**src/rtl/lkur_pkg.sv**
```systemverilog
package lkur_pkg;
  localparam int HDR_W = 128;

  // dword 0 field positions (dword 0 occupies hdr[127:96])
  localparam int P_FMT  = 125;
  localparam int P_TYPE = 120;
  localparam int P_TC   = 116;
  localparam int P_ATTR = 108;
  // request dword 1 fields
  localparam int P_RID  = 80;
  localparam int P_TAG  = 72;
  // completion dword 1 fields
  localparam int P_STAT = 77;
  localparam int P_BCNT = 64;
  localparam int P_LEN  = 96;

  localparam logic [1:0] FMT_ND3 = 2'b00;
  localparam logic [1:0] FMT_ND4 = 2'b01;
  localparam logic [4:0] TY_MRD_LOCK = 5'b00001;
  localparam logic [4:0] TY_CPL_LOCK = 5'b01011;
  localparam logic [2:0] STAT_UNSUP  = 3'b001;
endpackage

```
**src/rtl/lkur_classify.sv**
```systemverilog
module lkur_classify
  import lkur_pkg::*;
#(
  parameter int N_FMT = 2
) (
  input  logic [1:0] fmt,
  input  logic [4:0] ttype,
  output logic       is_lock_rd
);
  localparam logic [1:0] FMT_LIST [N_FMT] = '{FMT_ND3, FMT_ND4};

  logic [N_FMT-1:0] fmt_hit;

  generate
    for (genvar i = 0; i < N_FMT; i++) begin : g_fmt
      assign fmt_hit[i] = (fmt == FMT_LIST[i]);
    end
  endgenerate

  assign is_lock_rd = (|fmt_hit) && (ttype == TY_MRD_LOCK);
endmodule

```
**src/rtl/lkur_cpl_form.sv**
```systemverilog
module lkur_cpl_form
  import lkur_pkg::*;
#(
  parameter int BYTE_CNT = 4
) (
  input  logic [2:0]       tc,
  input  logic [1:0]       attr,
  input  logic [15:0]      rid,
  input  logic [7:0]       tag,
  output logic [HDR_W-1:0] cpl
);
  localparam logic [11:0] BCNT = 12'(BYTE_CNT);

  logic [31:0] w0, w1, w2;

  always_comb begin
    w0 = '0;
    w0[30:29] = FMT_ND3;
    w0[28:24] = TY_CPL_LOCK;
    w0[22:20] = tc;
    w0[13:12] = attr;
    w1 = '0;
    w1[15:13] = STAT_UNSUP;
    w1[11:0]  = BCNT;
    w2 = '0;
    w2[31:16] = rid;
    w2[15:8]  = tag;
  end

  assign cpl = {w0, w1, w2, 32'h0};
endmodule

```
**src/rtl/lkur_cpl_slot.sv**
```systemverilog
module lkur_cpl_slot #(
  parameter int W = 128
) (
  input  logic         clk,
  input  logic         rst_n,
  input  logic         load,
  input  logic [W-1:0] load_hdr,
  output logic         out_valid,
  input  logic         out_ready,
  output logic [W-1:0] out_hdr
);
  always_ff @(posedge clk) begin
    if (!rst_n) begin
      out_valid <= 1'b0;
      out_hdr   <= '0;
    end else if (load) begin
      out_valid <= 1'b1;
      out_hdr   <= load_hdr;
    end else if (out_valid && out_ready) begin
      out_valid <= 1'b0;
    end
  end


  cpl_hold_chk: assert property (@(posedge clk) disable iff (!rst_n)
    out_valid && !out_ready |=> out_valid && $stable(out_hdr));


  load_when_free_chk: assert property (@(posedge clk) disable iff (!rst_n)
    load |-> !out_valid);
endmodule

```
**src/rtl/lkur_err_log.sv**
```systemverilog
module lkur_err_log #(
  parameter int W = 128
) (
  input  logic         clk,
  input  logic         rst_n,
  input  logic         hit,
  input  logic [W-1:0] hit_hdr,
  output logic         ev_valid,
  output logic [W-1:0] ev_hdr
);
  always_ff @(posedge clk) begin
    if (!rst_n) begin
      ev_valid <= 1'b0;
      ev_hdr   <= '0;
    end else begin
      ev_valid <= hit;
      if (hit) ev_hdr <= hit_hdr;
    end
  end


  err_follows_hit_chk: assert property (@(posedge clk) disable iff (!rst_n)
    ev_valid |-> $past(hit));
endmodule

```
**src/rtl/lkrd_ur_responder.sv**
```systemverilog
module lkrd_ur_responder
  import lkur_pkg::*;
#(
  parameter int DATA_W      = 32,
  parameter int UR_BYTE_CNT = 4
) (
  input  logic              clk,
  input  logic              rst_n,
  input  logic              req_valid,
  output logic              req_ready,
  input  logic [HDR_W-1:0]  req_hdr,
  input  logic [DATA_W-1:0] req_data,
  input  logic              req_abort,
  output logic              cpl_valid,
  input  logic              cpl_ready,
  output logic [HDR_W-1:0]  cpl_hdr,
  output logic              fwd_valid,
  input  logic              fwd_ready,
  output logic [HDR_W-1:0]  fwd_hdr,
  output logic [DATA_W-1:0] fwd_data,
  output logic              fwd_abort,
  output logic              err_valid,
  output logic [HDR_W-1:0]  err_hdr
);
  logic             is_lock;
  logic             take_lock;
  logic             pend;
  logic [HDR_W-1:0] cpl_next;

  lkur_classify u_cls (
    .fmt        (req_hdr[P_FMT +: 2]),
    .ttype      (req_hdr[P_TYPE +: 5]),
    .is_lock_rd (is_lock)
  );

  lkur_cpl_form #(.BYTE_CNT(UR_BYTE_CNT)) u_form (
    .tc   (req_hdr[P_TC +: 3]),
    .attr (req_hdr[P_ATTR +: 2]),
    .rid  (req_hdr[P_RID +: 16]),
    .tag  (req_hdr[P_TAG +: 8]),
    .cpl  (cpl_next)
  );

  assign pend      = cpl_valid;
  assign req_ready = !pend && (is_lock || fwd_ready);
  assign fwd_valid = req_valid && !is_lock && !pend;
  assign fwd_hdr   = req_hdr;
  assign fwd_data  = req_data;
  assign fwd_abort = req_abort;
  assign take_lock = req_valid && req_ready && is_lock;

  lkur_cpl_slot #(.W(HDR_W)) u_slot (
    .clk       (clk),
    .rst_n     (rst_n),
    .load      (take_lock && !req_abort),
    .load_hdr  (cpl_next),
    .out_valid (cpl_valid),
    .out_ready (cpl_ready),
    .out_hdr   (cpl_hdr)
  );

  lkur_err_log #(.W(HDR_W)) u_log (
    .clk      (clk),
    .rst_n    (rst_n),
    .hit      (take_lock),
    .hit_hdr  (req_hdr),
    .ev_valid (err_valid),
    .ev_hdr   (err_hdr)
  );


  stall_on_pend_chk: assert property (@(posedge clk) disable iff (!rst_n)
    cpl_valid |-> !req_ready && !fwd_valid);


  cpl_logged_chk: assert property (@(posedge clk) disable iff (!rst_n)
    $rose(cpl_valid) |-> err_valid && !$past(req_abort));


  cpl_ur_status_chk: assert property (@(posedge clk) disable iff (!rst_n)
    cpl_valid |-> cpl_hdr[P_STAT +: 3] == STAT_UNSUP &&
                  cpl_hdr[P_LEN +: 10] == 10'd0 &&
                  cpl_hdr[P_BCNT +: 12] == 12'(UR_BYTE_CNT));


  abort_no_cpl_chk: assert property (@(posedge clk) disable iff (!rst_n)
    req_valid && req_ready && req_abort |=> !$rose(cpl_valid));
endmodule

```
**config.mk**
```make
export PLATFORM = sky130hd
export DESIGN_NAME = lkrd_ur_responder
export DESIGN_NICKNAME = d
export VERILOG_FILES = /design/src/rtl/lkur_pkg.sv /design/src/rtl/lkur_classify.sv /design/src/rtl/lkur_cpl_form.sv /design/src/rtl/lkur_cpl_slot.sv /design/src/rtl/lkur_err_log.sv /design/src/rtl/lkrd_ur_responder.sv
export SDC_FILE = /design/constraint.sdc
export NUM_CORES = 1
export LEC_CHECK = 0
export ABC_AREA = 1
export BUFFER_PORTS_ARGS = -buffer_cell sky130_fd_sc_hd__buf_2
export CORE_AREA = 2 2 226 228
export CTS_CLUSTER_SIZE = 24
export DETAILED_ROUTE_END_ITERATION = 8
export DIE_AREA = 0 0 228 230
export PLACE_DENSITY = 0.43
export RECOVER_POWER = 50
export SLEW_MARGIN = 20
export SYNTH_ARGS = -nofsm -noshare
export SYNTH_HDL_FRONTEND = slang
export SYNTH_SLANG_ARGS = --single-unit
```
**constraint.sdc**
```tcl
create_clock -name clk -period 2.13 [get_ports clk]
set_clock_uncertainty 0.2 [all_clocks]
set_input_delay 0 -clock clk [delete_from_list [all_inputs] [get_ports clk]]
set_output_delay 0 -clock clk [all_outputs]
set_load 0.02 [all_outputs]
```
==> qor.yml <==
cts_tree: "built"
hpwl_um: 20500
critPathLaunchType: "input port"
die_h_um: 230
multi_input_area_um2: 2510
end_kind: "flip-flop"
final-seq-area_um2: 3200
ant_nets: 0
reg2reg_from: "u_slot.out_valid"
drt_iter0_markers: 259
core_um2: 49900
yosysTopAreaCellShare_pct: 40.5
finalCritPeriodShare_pct: 95.3
via_per_inst: 3.54
cts.clk_slew.worst_paths_ns: 0.07
synthTopCellsByArea: "dfxtp_1 (41%), buf_4 (25%), nor2_1 (14%), o21ai_0 (6.6%), inv_1 (4.5%)"
ir_drop_mv: 0.504
grt_use_total_pct: 11.2
period_needed_ns: 2.03
num_rows: 82
worst_pin_slew_ns: 0.620
hp-class: "in -> reg"
crit_type: "in -> reg"
drt_wl_total_um: 29900
setup_viol: 0
vias: 7884
finalNonFillerCells: 2224
worstPathMaxFanout: 24
p_per_area_nw_per_um2: 608
syn_inst: 1079
worstPathArrival_ns: 2.19
syn-cell-area_um2: 7910
synth_area_leader_cell: "dfxtp_1"
fillCellCount: 5653
gp_congestion: 0.803
rsz0062_at_grt: "no"
post_drt_wl_per_cell_um: 13.4
slew_headroom_pct: 58.6
cts.htree.levels: 4
start_util_pct: 15.9
cts-buffers-inserted: 17
final_cell_mix: "nor2_1 (285), dlygate4sd3_1 (222), buf_2 (216)"
crit_required_ns: 2.29
ys_seq_area_share_pct: 40.5
area_growth_pct: 48.2
place_area_um2: 9220
ys_types: 18
cap_violations: 0
setup_tns_ns: 0
mostFrequentLayoutCell: "nor2_1"
startpoint: "req_abort"
grt_start_max_net_pins: 88
drive_gt1_share_pct: 17.0
grt_pass1_vias: 7571
cts-root-buf: "clkbuf_16"
first_pass_iters: 4
portBuffers: 428
finish.instance_area_um2: 11700
layout.nets: 1705
ys_ff_latch: 160
max_freq_mhz: 493
p_leak_nw: 5.16
clock-sinks: 160
die_width_um: 228
antenna_found_initial: 3
postCtsSetupBuffers: 0
place_ws_ns: 0.416
grt_pass1_wl_um: 44000
drc: 0
min-delay-start: "req_hdr[46]"
drv_slew: 0
insertion_delay_ns: 0.47
dp_cells: 1970
status: "complete, no violations"
fin_ws_ns: 0.101
yosys_warnings: 0
globalRouteOverflowTotal: 0
dieArea_um2: 52400
syn_area_per_cell_um2: 7.33
hold_violations: 0
pin_count: 587
clk_path_buf_depth: 2
## cell type report
class,instances,share of cell area (%)
sequential,160,27.3
multi-input combinational,602,21.4
clock buffer,20,3.90
tap,672,7.17
antenna,2,0.0427
clock inverter,10,0.555
timing repair buffer,662,36.4
inverter,96,3.13
## synth_stat cells
master,instances
nor2_1,286
o21ai_1,18
buf_2,9
nand4_1,29
conb_1,1
inv_1,95
nand3_1,2
clkbuf_1,37
buf_4,261
a21oi_1,2
clkinv_2,1
nor2_4,1
dfxtp_1,160
nand2_1,65
nand2_2,1
buf_6,3
o21ai_0,104
buf_1,4
## kinds of logic after synthesis
group,after synthesis,synth area share (%)
AOI/OAI and AO/OA,124,7.85
buffers and inverters,410,32.3
DFF,160,40.5
other,1,0.0474
and+or+nand+nor,384,19.3
## report_power, final
| part | leakage [nW] | internal (mW) | total [mW] | switching (mW) |
|---|---|---|---|---|
| combinational | 3.61 | 0.483 | 1.24 | 0.757 |
| sequential | 1.29 | 3.01 | 3.02 | 0.0100 |
| clock | 0.254 | 1.53 | 2.86 | 1.34 |
| total | 5.16 | 5.02 | 7.12 | 2.10 |
## stage by stage
step | hold slack, ns | utilization (%) | power, mW
after floorplan | -0.0874 | - | 3.99
after global placement | -0.200 | 18.5 | 3.98
after detailed placement | -0.200 | 18.5 | 3.98
after CTS | 0.0597 | 24.0 | 7.34
after global routing | 0.113 | 23.5 | 7.49
final | 0.124 | 23.5 | 7.12
## flip-flops by register name, summed over array words and instances (netlist names)
register and flops:
u_log.ev_hdr 128, u_slot.out_hdr 30, u_slot.out_valid 1, u_log.ev_valid 1
## path summary, 6_finish.rpt
path	to	slack, ns	depth (start not counted)
min	u_log.ev_hdr[46]	0.12	4
min reg2reg	u_log.ev_hdr[123]	0.23	2
max reg2reg	u_slot.out_valid	0.14	5
max	u_slot.out_valid	0.10	7
## routing by layer
metal / up-vias / global-route usage, % / routed length [µm]
met5: - / 0 / 0
met4: 0 / 5.02 / 815
met3: 33 / 4.10 / 2410
met2: 368 / 19.8 / 14900
met1: 3609 / 12.0 / 11700
li1: 3874 / - / -
## repair_timing
action / CTS / global route
endpoints found under the hold margin: 192 / 0
resized for setup: 0 / 6
setup endpoints to repair: 0 / 41
hold buffers: 222 / 0
## worst max-delay path: stages
cell and delay [ns]:
dlygate4sd3_1 0.52, buf_2 0.14, clkinvlp_4 0.27, nand3_1 0.25
buf_4 0.33, a21oi_1 0.11, dlygate4sd3_1 0.56
(Power assumes the default switching activity.)
